--- src/rtl/t0r_pkg.sv ---
package t0r_pkg;
    localparam int CNT_W     = 3;
    localparam int PH_W      = 5;
    localparam int AUTO_HALF = 30;   // 15 ETU in half-ETU ticks
    localparam int MAN_HALF  = 27;   // 13.5 ETU in half-ETU ticks

    typedef enum logic [1:0] {
        TX_IDLE = 2'd0,
        TX_AUTO = 2'd1,
        TX_MAN  = 2'd2
    } tx_wait_e;

    typedef struct packed {
        logic     go;
        logic     err;
    } tx_out_t;

    function automatic logic [PH_W-1:0] ph_sat_inc(input logic [PH_W-1:0] v);
        return (v == {PH_W{1'b1}}) ? v : v + 1'b1;
    endfunction
endpackage

--- src/rtl/t0r_rx_errcnt.sv ---
module t0r_rx_errcnt #(
    parameter int CNT_W = 3
) (
    input  logic             clk,
    input  logic             rst,
    input  logic [CNT_W-1:0] err_limit,
    input  logic             proto_t0,
    input  logic             rx_char,
    input  logic             rx_parity_ok,
    input  logic             status_rd,
    output logic             pe_flag
);
    localparam int W = CNT_W + 1;

    logic [W-1:0] cnt;
    logic [W-1:0] lim;
    logic [W-1:0] cnt_inc;
    logic         proto_q;
    logic         bad, good, hit, proto_chg;

    assign lim       = {1'b0, err_limit} + 1'b1;
    assign cnt_inc   = (cnt >= lim) ? lim : cnt + 1'b1;
    assign bad       = rx_char && !rx_parity_ok;
    assign good      = rx_char && rx_parity_ok;
    assign hit       = bad && (cnt_inc >= lim);
    assign proto_chg = (proto_q != proto_t0);

    always_ff @(posedge clk) begin
        if (rst) begin
            cnt     <= '0;
            pe_flag <= 1'b0;
            proto_q <= proto_t0;
        end else begin
            proto_q <= proto_t0;
            if (proto_chg)
                cnt <= '0;
            else if (bad)
                cnt <= cnt_inc;
            else if (good && proto_t0 && (cnt < lim))
                cnt <= '0;
            else if (status_rd)
                cnt <= '0;

            if (hit)
                pe_flag <= 1'b1;
            else if (status_rd)
                pe_flag <= 1'b0;
        end
    end
endmodule

--- src/rtl/t0r_tx_retry.sv ---
module t0r_tx_retry
    import t0r_pkg::*;
#(
    parameter int CNT_W     = 3,
    parameter int PH_W      = 5,
    parameter int AUTO_HALF = 30,
    parameter int MAN_HALF  = 27
) (
    input  logic             clk,
    input  logic             rst,
    input  logic [CNT_W-1:0] err_limit,
    input  logic             tx_start,
    input  logic             nak,
    input  logic             tx_rewrite,
    input  logic             half_tick,
    input  logic             status_rd,
    output tx_out_t          tx_out
);
    localparam logic [PH_W-1:0] AUTO_LAST = PH_W'(AUTO_HALF - 1);
    localparam logic [PH_W-1:0] MAN_LAST  = PH_W'(MAN_HALF - 1);

    logic [PH_W-1:0]  phase;
    logic [CNT_W-1:0] used;
    tx_wait_e         st;
    logic             rw_pend;
    logic             fire_auto, fire_man, fire;
    logic             nak_idle, exhausted;

    assign fire_auto = (st == TX_AUTO) && half_tick && (phase == AUTO_LAST);
    assign fire_man  = (st == TX_MAN) && half_tick && rw_pend && (phase >= MAN_LAST);
    assign fire      = fire_auto || fire_man;
    assign nak_idle  = nak && (st == TX_IDLE) && !tx_start;
    assign exhausted = (err_limit != '0) && (used >= err_limit);

    always_ff @(posedge clk) begin
        if (rst) begin
            phase   <= '0;
            used    <= '0;
            st      <= TX_IDLE;
            rw_pend <= 1'b0;
            tx_out  <= '0;
        end else begin
            tx_out.go <= fire;
            if (tx_start) begin
                phase   <= '0;
                used    <= '0;
                st      <= TX_IDLE;
                rw_pend <= 1'b0;
            end else if (fire) begin
                phase   <= '0;
                st      <= TX_IDLE;
                rw_pend <= 1'b0;
            end else begin
                if (half_tick)
                    phase <= ph_sat_inc(phase);
                if (tx_rewrite)
                    rw_pend <= 1'b1;
                if (nak_idle) begin
                    if (err_limit == '0) begin
                        st <= TX_MAN;
                    end else if (!exhausted) begin
                        st   <= TX_AUTO;
                        used <= used + 1'b1;
                    end
                end
            end

            if (nak_idle && exhausted)
                tx_out.err <= 1'b1;
            else if (status_rd)
                tx_out.err <= 1'b0;
        end
    end
endmodule

--- src/rtl/t0_retry_ctrl.sv ---
module t0_retry_ctrl
    import t0r_pkg::*;
#(
    parameter int N_W       = CNT_W,
    parameter int P_W       = PH_W,
    parameter int AUTO_TICK = AUTO_HALF,
    parameter int MAN_TICK  = MAN_HALF
) (
    input  logic           clk,
    input  logic           rst,
    input  logic [N_W-1:0] err_limit,
    input  logic           proto_t0,
    input  logic           rx_char,
    input  logic           rx_parity_ok,
    input  logic           status_rd,
    input  logic           tx_start,
    input  logic           nak,
    input  logic           tx_rewrite,
    input  logic           half_tick,
    output logic           pe_flag,
    output logic           tx_err,
    output logic           resend_go
);
    tx_out_t tx_o;

    t0r_rx_errcnt #(.CNT_W(N_W)) u_rx (
        .clk(clk), .rst(rst), .err_limit(err_limit), .proto_t0(proto_t0),
        .rx_char(rx_char), .rx_parity_ok(rx_parity_ok),
        .status_rd(status_rd), .pe_flag(pe_flag)
    );

    t0r_tx_retry #(.CNT_W(N_W), .PH_W(P_W), .AUTO_HALF(AUTO_TICK), .MAN_HALF(MAN_TICK)) u_tx (
        .clk(clk), .rst(rst), .err_limit(err_limit), .tx_start(tx_start),
        .nak(nak), .tx_rewrite(tx_rewrite), .half_tick(half_tick),
        .status_rd(status_rd), .tx_out(tx_o)
    );

    assign resend_go = tx_o.go;
    assign tx_err    = tx_o.err;
endmodule

--- config.mk ---
export PLATFORM = sky130hd
export DESIGN_NAME = t0_retry_ctrl
export DESIGN_NICKNAME = d
export VERILOG_FILES = /design/src/rtl/t0r_pkg.sv /design/src/rtl/t0r_rx_errcnt.sv /design/src/rtl/t0r_tx_retry.sv /design/src/rtl/t0_retry_ctrl.sv
export SDC_FILE = /design/constraint.sdc
export NUM_CORES = 1
export LEC_CHECK = 0
export BUFFER_PORTS_ARGS = -buffer_cell sky130_fd_sc_hd__buf_2
export CORE_MARGIN = 5
export CORE_UTILIZATION = 57
export DETAILED_ROUTE_END_ITERATION = 10
export PLACE_DENSITY = 0.81
export SETUP_SLACK_MARGIN = 0.2
export SYNTH_ARGS = -nofsm -noshare
export SYNTH_HDL_FRONTEND = slang
export SYNTH_SLANG_ARGS = --single-unit
export TNS_END_PERCENT = 10
--- constraint.sdc ---
create_clock -name clk -period 3.7 [get_ports clk]
set_input_delay 0.37 -clock clk [delete_from_list [all_inputs] [get_ports clk]]
set_output_delay 0.37 -clock clk [all_outputs]
set_load 0.01 [all_outputs]
==> results of run 1 <==
[cells by family (layout without fill, tap and decap cells)]
group	Yosys count	in the layout
XOR/XNOR	7	7
flip-flops	19	19
adder cells (fa/ha/maj)	17	17
buffers and inverters	16	32
multiplexers	6	6
AND/OR/NAND/NOR	58	58
AO/OA/AOI/OAI	26	26
[registers in the layout (all words and copies together) (netlist names)]
| name | cells |
|---|---|
| u_tx.phase | 5 |
| u_rx.cnt | 4 |
| u_tx.used | 3 |
| u_tx.st | 2 |
| u_tx.tx_out | 2 |
| u_rx.pe_flag | 1 |
| u_rx.proto_q | 1 |
| u_tx.rw_pend | 1 |
[how the worst min path moves through the flow]
stage                                         start                   endpoint  slack (ns)
after floorplan                            proto_t0       u_rx.proto_q$_DFF_P_        0.40
after global placement    u_tx.rw_pend$_SDFFE_PP0P_  u_tx.rw_pend$_SDFFE_PP0P_        0.46
after detailed placement  u_tx.rw_pend$_SDFFE_PP0P_  u_tx.rw_pend$_SDFFE_PP0P_        0.47
after CTS                                  proto_t0       u_rx.proto_q$_DFF_P_        0.21
after global routing                       proto_t0       u_rx.proto_q$_DFF_P_        0.20
final                                      proto_t0       u_rx.proto_q$_DFF_P_        0.21
[cell usage after synthesis]
cell type	number	area (µm²)
inv_1	13	48.8
a211o_1	1	8.76
nor3b_1	2	15.0
and3_4	1	11.3
nor4b_1	1	8.76
nor2b_1	7	43.8
and2b_2	1	8.76
xor2_1	4	35.0
or2_2	1	6.26
nand4_1	3	18.8
ha_1	17	213
a211oi_1	4	30.0
and4bb_2	1	12.5
xnor2_2	1	16.3
mux2_2	1	11.3
nand4b_1	1	8.76
nor3_1	4	20.0
nor4_1	1	6.26
o2111ai_1	2	17.5
a31oi_1	3	18.8
o211ai_1	1	7.51
o21ai_4	1	16.3
nand2_1	6	22.5
and2_1	1	6.26
a221o_1	2	20.0
dfxtp_1	19	380
mux2i_1	4	40.0
nor2_1	19	71.3
a32o_1	1	10.0
o2bb2ai_1	1	8.76
nand3b_1	1	7.51
clkbuf_1	3	11.3
and3_1	1	6.26
a311oi_1	1	8.76
a21oi_1	6	30.0
o21ai_0	3	15.0
nand3_1	3	15.0
nand2b_1	4	25.0
xnor2_1	2	17.5
mux2_4	1	15.0
[power by group]
group          switching, mW  leakage, nW  internal [mW]
registers            0.00383        0.154          0.209
clock network         0.0607       0.0150         0.0419
logic                 0.0437        0.450         0.0336
total                  0.108        0.619          0.284
[layer usage]
metal | vias up | wire length (µm)
met3 | 6 | 105
met4 | 0 | 57
li1 | 568 | -
met5 | - | 0
met1 | 503 | 1190
met2 | 25 | 1250
[final cells by class]
| type | count | area, µm² |
|---|---|---|
| flip-flops and latches | 19 | 380 |
| repair buffers | 15 | 75.1 |
| well taps | 28 | 35.0 |
| inverters | 13 | 48.8 |
| fillers | 177 | 772 |
| multi-input cells | 114 | 853 |
| clock buffers | 4 | 26.3 |
[critical path, delay by kind of cell]
kind            cells  cell delay, ns
fa+ha+maj           3            0.90
buf+inv             3            0.28
compound gates      5            0.98
mux                 1            0.33
simple gates        1            0.18
[metrics by stage]
stage | hold slack (ns) | util, %
after CTS | 0.208 | 64.8
after global placement | 0.457 | 63.6
after global routing | 0.196 | 64.8
after floorplan | 0.398 | -
final | 0.210 | 64.8
after detailed placement | 0.469 | 63.6
==> results.md, run 1 <==
* Synthesized-area fraction occupied by adder cells at between 15 and 20%
* Compound-Gate Fraction of Synth Area at between 10% and 20%
* Max-Slew Margin vs Limit at 65.9%
* Post-synthesis xor/xnor area fraction at ~5.3%
* Post-CTS Hold Buffers at 0
* Fmax at 0.352 GHz
* Power Total at 0.392 mW
* Die ar. at approximately 3300 µm²
* Fin cells at roughly 190
* Hold Path Depth at 1
* CP required at slightly below 4 ns
* Most common cell on crit path: ha_1
* Unrepaired setup endpoints after global routing: false
* Detail Placement HPWL at between 2000 and 2500 µm
* Post_cts resized at 0
* Site row count at 17
* CP max stage delay at 0.42 ns
* GPL Wtd Cong at approximately 0.86
* Fin crit share at between 70% and 80%
* # diodes at 0
* Layout cell share with drive strength beyond 1 at between 10% and 20%
* Max FO, Critical Path at 6
* CP startpoint kind: primary input
* Final-report hold violation count at 0
* Root buffer cell: clkbuf_4
* Skew final at around 0.0065 ns
* CTS Sinks at 19
* Synth unique cells at 40
* Drt initial violations at 23
* Hold Path Class: in -> reg
* Pwr/cell area at around 280 nW/µm²
* Initial antenna violation count at 0
* Syn Area/Cell at between 8 and 9 µm²
* GRT overflow at 0
* I/O pin count at 16
* Syn_nets at around 180
* Post-CTS Setup Repair Bufs at 0
* Tot GR Track Use at roughly 17%
* Area delta synth->final at 9.67%
* Vias at 1102
* Clk buf depth at 2
* # Max-Cap Violations at 0
* #FFs+latches synth at 19
* Clk pin slew, worst setup/hold paths at 0.11 ns
* Met3 usage at slightly above 3%
* Largest net degree at the start of global routing at 13
* Most frequent cells in the layout: nor2_1, dfxtp_1, ha_1
* CP arrival at between 3 and 4 ns
* Capturing point of the worst reg2reg path: u_rx.pe_flag$_SDFFE_PP0P_
* Core area at around 2200 µm²
* Worst-margin pin slew at between 0.5 and 0.6 ns
* Via/cell ratio at between 5 and 6
* CTS buffer count at 3
* Post-route cell area at between 1000 and 1500 µm²
* DR WL/cell at between 10 and 15 µm
* Sequential-to-total area share from yosys stat at ~29%
* GR Util met2 at 29.8%
* Outcome: completed
* Crit. Startpoint: err_limit[0]
* Placed Instances at between 150 and 200
* Grt peak-use layer: met2
* Final setup TNS at 0 ns
* Mux contribution to synthesized area at around 5%
* Slowest stage cell, crit path: a21oi_1
* Die height at between 50 and 60 µm
* Reg2reg path depth at 11
* DR DRC count at 0
* Die width at 57.6 µm
* Max IR drop VDD at 0.236 mV
* P_leak at 0.619 nW
* Synth warn at 0
* Post-synthesis cell area at 1290 µm²
* Final setup margin at around 0.86 ns
* Slew Viols, Final at 0
* Worst reg2reg setup slack at between 0.9 and 1 ns
* Cells after Synth at between 100 and 150
* CTS H-tree lvls at 1
* Final setup fails at 0
* Final wirelength at around 2600 µm
* DRT Pass-1 Iters at 4
* Clock Latency Late Sink at 0.29 ns
* Post-synthesis simple-gate area fraction at 24.3%
* DP Worst Slack at approximately 0.60 ns
* Worst r2r src: u_rx.cnt[0]$_SDFFE_PP0P_
* CP Cell Sequence: buf_2 > inv_1 > ha_1 > inv_1 > ha_1 > a21oi_1 > o21ai_4 > mux2_4 > ha_1 > a21oi_1 > nor3b_1 > o21ai_0 > a311oi_1
* Port bufs at 15
* CP Class: in -> reg
* Largest family of logic cells by synthesized area: simple AND/OR/NAND/NOR gates
* Initial Util at ~59%
* Crit path capture: u_rx.pe_flag$_SDFFE_PP0P_
* Number of global-route vias before repair at ~1100
* Grt met1 use at 20.2%
* Crit. End Element: flop
* Placement-stage cell area at 1390 µm²
* First-pass GRT wire length at ~4500 µm
* TritonCTS clock tree: done
* Tmin final at between 2 and 3 ns
* Final nets at between 150 and 200
* Antenna Nets Post-Route at 0
Note: power is estimated with default switching activity, not from simulation.
==> run 2, diff against run 1 <==
- ABC_AREA: not set -> 1
- CORE_UTILIZATION: 57 -> 56
- PLACE_DENSITY: 0.81 -> 0.79
- clock period: 3.7 -> 2.8 ns (I/O delays scaled with it)
==> run 2 against run 1 <==
  * Wire length increased by 10%
  * Worst hold slack got worse by 0.083 ns
  * Total power is 47% higher
  * Register-to-register slack worse by 0.55 ns
  * Synthesized cell count grew 13%
  * Sequential power grew 32%
  * First-iteration DRC count up 17%
  * Core utilization up 2.7 points
  * Cell area up 4.2%
  * Critical path depth rose by 8
  * Critical path type unchanged
  * Largest cell class unchanged
==> results.md, run 2 <==
* Hold Path Depth at 1
* Post-synthesis cell area at between 1000 and 1500 µm²
* GPL Wtd Cong at 0.829
* Registers with the most flip-flops: u_tx.phase: 5 flops, u_rx.cnt: 4 flops, u_tx.used: 3 flops
* Outcome: completed
* Post-CTS Hold Buffers at 0
* Fin crit share at around nine tenths
* Fin cells at 223
* Tot GR Track Use at between 15 and 20%
* Number of global-route vias before repair at 1125
* Skew final at roughly 0.00078 ns
* Clk pin slew, worst setup/hold paths at about 0.10 ns
* Port bufs at 15
* Cells after Synth at between 150 and 200
* Antenna Nets Post-Route at 0
* Count leader, synth: nand2_1
* GRT overflow at 0
* Most common library cells after synthesis: nand2_1, inv_1, dfxtp_1
* Async S/R FF share, synth at 0%
* Final setup fails at 0
* Syn_nets at just under 200
* Via/cell ratio at around 5.4
* DR WL/cell at 12.9 µm
* CP Class: in -> reg
* Fillers at approximately 190
* CTS buffer count at 3
* Placement-stage cell area at 1390 µm²
* Site row count at 17
* Post-route cell area at 1480 µm²
* Die width at between 50 and 60 µm
* Most frequent cells in the layout: nand2_1, inv_1, dfxtp_1
* Largest net degree at the start of global routing at 11
* DP Worst Slack at -0.0196 ns
* Clock Latency Late Sink at between 0.2 and 0.3 ns
* I/O pin count at 16
* # Max-Cap Violations at 0
* Commonest non-fill, non-tap cell in the layout: nand2_1
* Clk buf depth at 2
* First-pass GRT wire length at between 4000 and 5000 µm
* Area share of the largest cell type after synthesis at 30.0%
* P_leak at roughly 0.73 nW
* Final nets at around 230
* Detail Placement HPWL at about 2200 µm
* Synth unique cells at 29
* Top post-synthesis cells by area: dfxtp_1, ha_1, nand2_1, inv_1, a21oi_1
* Area delta synth->final at 16.8%
* Initial antenna violation count at 0
* Top reg by flops: u_tx.phase
* Final hold slack at 0.127 ns
* Die height at roughly 58 µm
* Hold Path Class: in -> reg
* CP required at roughly 3.0 ns
* Max FO, Critical Path at 6
* Pwr/cell area at around 390 nW/µm²
* Max IR drop VDD at 0.344 mV
* CTS Sinks at 19
* Max-Slew Margin vs Limit at around 63%
* TritonCTS clock tree: done
* Final-report hold violation count at 0
* Core area at roughly 2200 µm²
* Vias at ~1200
* Primary FF master, synth: dfxtp_1
* DRT Pass-1 Iters at 4
* Sequential-to-total area share from yosys stat at 30.0%
* EDFF count, synth at 0
* Drt initial violations at 27
* Placed Instances at 213
* Layout cell share with drive strength beyond 1 at between 20% and 30%
* Max reg flops at 5
* CTS H-tree lvls at 1
* Final setup margin at 0.271 ns
* CP startpoint kind: primary input
* Die ar. at approximately 3300 µm²
* Final wirelength at approximately 2900 µm
* # diodes at 0
* Synth warn at 0
* Crit. End Element: flop
* Worst-margin pin slew at between 0.5 and 0.6 ns
* Root buffer cell: clkbuf_4
* DR DRC count at 0
* Unrepaired setup endpoints after global routing: false
* #FFs+latches synth at 19
* Slew Viols, Final at 0
* Final setup TNS at 0 ns
* Tmin final at between 2 and 3 ns
* Fmax at 0.395 GHz
* Synth area leader: dfxtp_1
* Initial Util at 57.8%
* Reg2reg path depth at 17
* Syn Area/Cell at ~7.5 µm²
* CP arrival at ~2.7 ns
## run 2: area by class of cell
type,count,area [µm²],share of cell area [%]
timing repair buffer,23,135,9.14
sequential,19,380,25.7
tap,28,35.0,2.37
clock buffer,4,26.3,1.78
inverter,29,110,7.45
multi-input combinational,120,792,53.6
## run 2: repair_timing
| action | in CTS | in global routing |
|---|---|---|
| buffers inserted | 0 | 6 |
| resized for setup | 0 | 4 |
| setup endpoints to repair | 0 | 1 |
## run 2: layer usage
layer	track usage, %	wire (µm)	part of all wire, %
met5	0	0	0
met4	5.63	34	1.2
met3	3.85	112	3.9
met2	31.9	1520	53
met1	18.8	1220	42
## run 2: report_power, final
part           internal [mW]  switching (mW)  leakage (nW)  total, mW
clock network         0.0555          0.0817        0.0150      0.137
registers              0.277         0.00551         0.154      0.282
logic                 0.0673          0.0901         0.566      0.157
total                  0.400           0.177         0.735      0.577
## run 2: kinds of logic (layout without fill, tap and decap cells)
group           after synthesis  count (layout)  share of synthesized area (%)
simple gates                 70              70                           28.4
xor+xnor                      4               4                           2.77
buf+inv                      29              56                           8.70
flops                        19              19                           30.0
compound gates               29              29                           13.3
fa+ha+maj                    17              17                           16.8
## run 2: critical path: stages
cell and delay [ns]:
buf_2 0.10, inv_1 0.06, ha_1 0.28, inv_1 0.09, ha_4 0.28, inv_1 0.03, o21bai_1 0.16, nand4_2 0.15
nand3_4 0.15, buf_4 0.12, nor2_2 0.03, a21oi_2 0.13, ha_1 0.25, o21ai_1 0.11, nand2_1 0.11, o21ai_2 0.12
inv_1 0.05, nand2_1 0.06, nand2_1 0.04, nand2_1 0.07, a21oi_2 0.05
## run 2: worst paths after layout
kind / to / startpoint / slack [ns]
worst max register to register: u_rx.pe_flag$_SDFFE_PP0P_ / u_rx.cnt[1]$_SDFFE_PP0P_ / 0.40
worst max-delay path: u_rx.pe_flag$_SDFFE_PP0P_ / err_limit[1] / 0.27
worst min-delay path: u_rx.proto_q$_DFF_P_ / proto_t0 / 0.13
worst min register to register: u_tx.tx_out[0]$_SDFFE_PP0P_ / u_tx.tx_out[0]$_SDFFE_PP0P_ / 0.47
## run 2: stage by stage
stage          power [mW]  util [%]
2_1_floorplan       0.379         -
3_3_place_gp        0.410      63.5
3_5_place_dp        0.419      63.5
4_1_cts             0.556      64.7
5_1_grt             0.614      67.5
6_report            0.577      67.5
==> run 3, diff against run 2 <==
==> constraint.sdc (replaced) <==
create_clock -name clk -period 2.8 [get_ports clk]
set_input_delay 0 -clock clk [delete_from_list [all_inputs] [get_ports clk]]
set_output_delay 0 -clock clk [all_outputs]
set_load 0.01 [all_outputs]
==> run 3 against run 2 <==
  * Core utilization grew 0.34 points
  * First-iteration DRC count shrank 7.4%
  * Global-route usage grew 0.36 points
  * Die area is the same
  * Largest cell class unchanged
==> results.md, run 3 (synthesized netlist as in run 2, its figures left out) <==
* Fin cells at around 220
* GRT overflow at 0
* Site row count at 17
* Worst path bufs/invs at 2
* Hold Path Class: in -> reg
* Die height at approximately 58 µm
* Tot GR Track Use at 17.5%
* DR WL/cell at around 12 µm
* Initial Util at a little under 60%
* Top reg by flops: u_tx.phase
* Fillers at around 190
* Placed Instances at around 210
* Slowest stage cell, crit path: dfxtp_2
* CP Cell Sequence: ha_1 > inv_1 > o21bai_1 > nand4_2 > nand3_4 > nand2_1 > o21ai_0 > ha_1 > o21ai_1 > nand2_1 > o21ai_1 > inv_1 > nand2_1 > nand2_1 > nand2_1 > a21oi_2
* Max reg flops at 5
* Die width at ~58 µm
* Detail Placement HPWL at around 2200 µm
* Unrepaired setup endpoints after global routing: false
* CP Class: reg -> reg
* Worst-margin pin slew at around 0.45 ns
* Fmax at 0.429 GHz
* Slew Viols, Final at 0
* # Max-Cap Violations at 0
* Drt initial violations at 25
* Port bufs at 15
* CP top delay family: simple AND/OR/NAND/NOR gates
* Clk buf depth at 2
* Vias at about 1200
* First-pass GRT wire length at 4620 µm
* Power Total at 0.566 mW
* Antenna Nets Post-Route at 0
* DR DRC count at 0
* Pwr/cell area at about 380 nW/µm²
* GPL Wtd Cong at 0.860
* Largest net degree at the start of global routing at 12
* DRT Pass-1 Iters at 4
* Final-report hold violation count at 0
* Layout cell share with drive strength beyond 1 at 21.4%
* Core area at between 2000 and 2500 µm²
* Fin crit share at 83.3%
* Outcome: completed
* Final wirelength at ~2700 µm
* Commonest non-fill, non-tap cell in the layout: nand2_1
* Via/cell ratio at between 5 and 6
* Most common cell on crit path: nand2_1
* # diodes at 0
* Clock Latency Late Sink at about 0.30 ns
* Final nets at around 230
* Final setup fails at 0
* Number of global-route vias before repair at 1160
* Crit. End Element: flop
* Final setup TNS at 0 ns
* TritonCTS clock tree: done
* Skew final at 0.00706 ns
* Clk pin slew, worst setup/hold paths at between 0.1 and 0.15 ns
* CTS Sinks at 19
* Area occupied by multi-input gates at just under 800 µm²
* Max IR drop VDD at about 0.55 mV
* CP required at ~3.0 ns
* CTS buffer count at 3
* Max FO, Critical Path at 7
* Area delta synth->final at 17.4%
* CP arrival at 2.53 ns
* Registers with the most flip-flops: u_tx.phase: 5 flops, u_rx.cnt: 4 flops, u_tx.used: 3 flops
* Initial antenna violation count at 0
* I/O pin count at 16
* Most frequent cells in the layout: nand2_1, inv_1, ha_1, dfxtp_1, buf_2
* Root buffer cell: clkbuf_4
* Tmin final at 2.33 ns
* CP max stage delay at 0.35 ns
* CTS H-tree lvls at 1
* Die ar. at 3310 µm²
* CP startpoint kind: flop
* Final hold slack at between 0.05 and 0.06 ns
* P_leak at 0.741 nW
* Max-Slew Margin vs Limit at between 60% and 70%
* FF/Latch Area at around 380 µm²
==> run 3: changes by cell type in the layout (fill, tap and decap cells not counted) <==
cell and delta:
buf_4 -4, clkbuf_1 -1, clkinv_2 +1, dfxtp_1 -2, dfxtp_2 +2, dlygate4sd3_1 +5, ha_1 +1, ha_4 -1
o21ai_1 +1, o21ai_2 -1
==> run 3: final cells by class <==
class | instances | share of cell area, %
tap | 28 | 2.36
timing repair buffer | 24 | 10.4
multi-input combinational | 120 | 52.2
inverter | 29 | 7.41
clock buffer | 3 | 1.52
sequential | 19 | 25.8
clock inverter | 1 | 0.337
==> run 3: metrics by stage <==
step                      setup WS [ns]  utilization [%]  cell area, µm²
after floorplan                   0.587                -            1270
after global placement            0.311             62.8            1380
after detailed placement          0.158             62.8            1380
after CTS                         0.394             66.4            1450
after global routing              0.230             67.8            1490
final                             0.467             67.8            1490
==> run 3: worst paths after layout <==
| path | startpoint | end | slack, ns | depth (start not counted) |
|---|---|---|---|---|
| max | u_rx.cnt[1]$_SDFFE_PP0P_ | u_rx.pe_flag$_SDFFE_PP0P_ | 0.47 | 16 |
| min reg2reg | u_tx.tx_out[0]$_SDFFE_PP0P_ | u_tx.tx_out[0]$_SDFFE_PP0P_ | 0.48 | 2 |
| min | rx_parity_ok | u_rx.cnt[2]$_SDFFE_PP0P_ | 0.05 | 4 |
| max reg2reg | u_rx.cnt[1]$_SDFFE_PP0P_ | u_rx.pe_flag$_SDFFE_PP0P_ | 0.47 | 16 |
==> run 3: worst register-to-register path: stages (launching register included) <==
cell	delay (ns)
dfxtp_2	0.35
ha_1	0.29
inv_1	0.04
o21bai_1	0.18
nand4_2	0.16
nand3_4	0.17
nand2_1	0.08
o21ai_0	0.10
ha_1	0.27
o21ai_1	0.13
nand2_1	0.08
o21ai_1	0.11
inv_1	0.04
nand2_1	0.05
nand2_1	0.05
nand2_1	0.07
a21oi_2	0.05
==> run 3: metal layers <==
metal | vias to the layer above | share of wire [%] | GRT usage [%]
met5 | - | 0 | 0
li1 | 608 | - | -
met2 | 24 | 52 | 34.0
met3 | 4 | 3.9 | 4.07
met1 | 523 | 43 | 19.0
met4 | 0 | 1.2 | 2.98
==> run 3: what timing repair did <==
item / 4_1_cts / 5_1_grt
endpoints found under the setup margin: 0 / 1
buffers inserted: 0 / 4
hold buffers: 5 / 0
endpoints found under the hold margin: 8 / 0
resized for setup: 0 / 4
==> run 3: where the power goes <==
part           switching, mW  internal, mW
clock                 0.0830        0.0532
sequential           0.00526         0.277
combinational         0.0842        0.0629
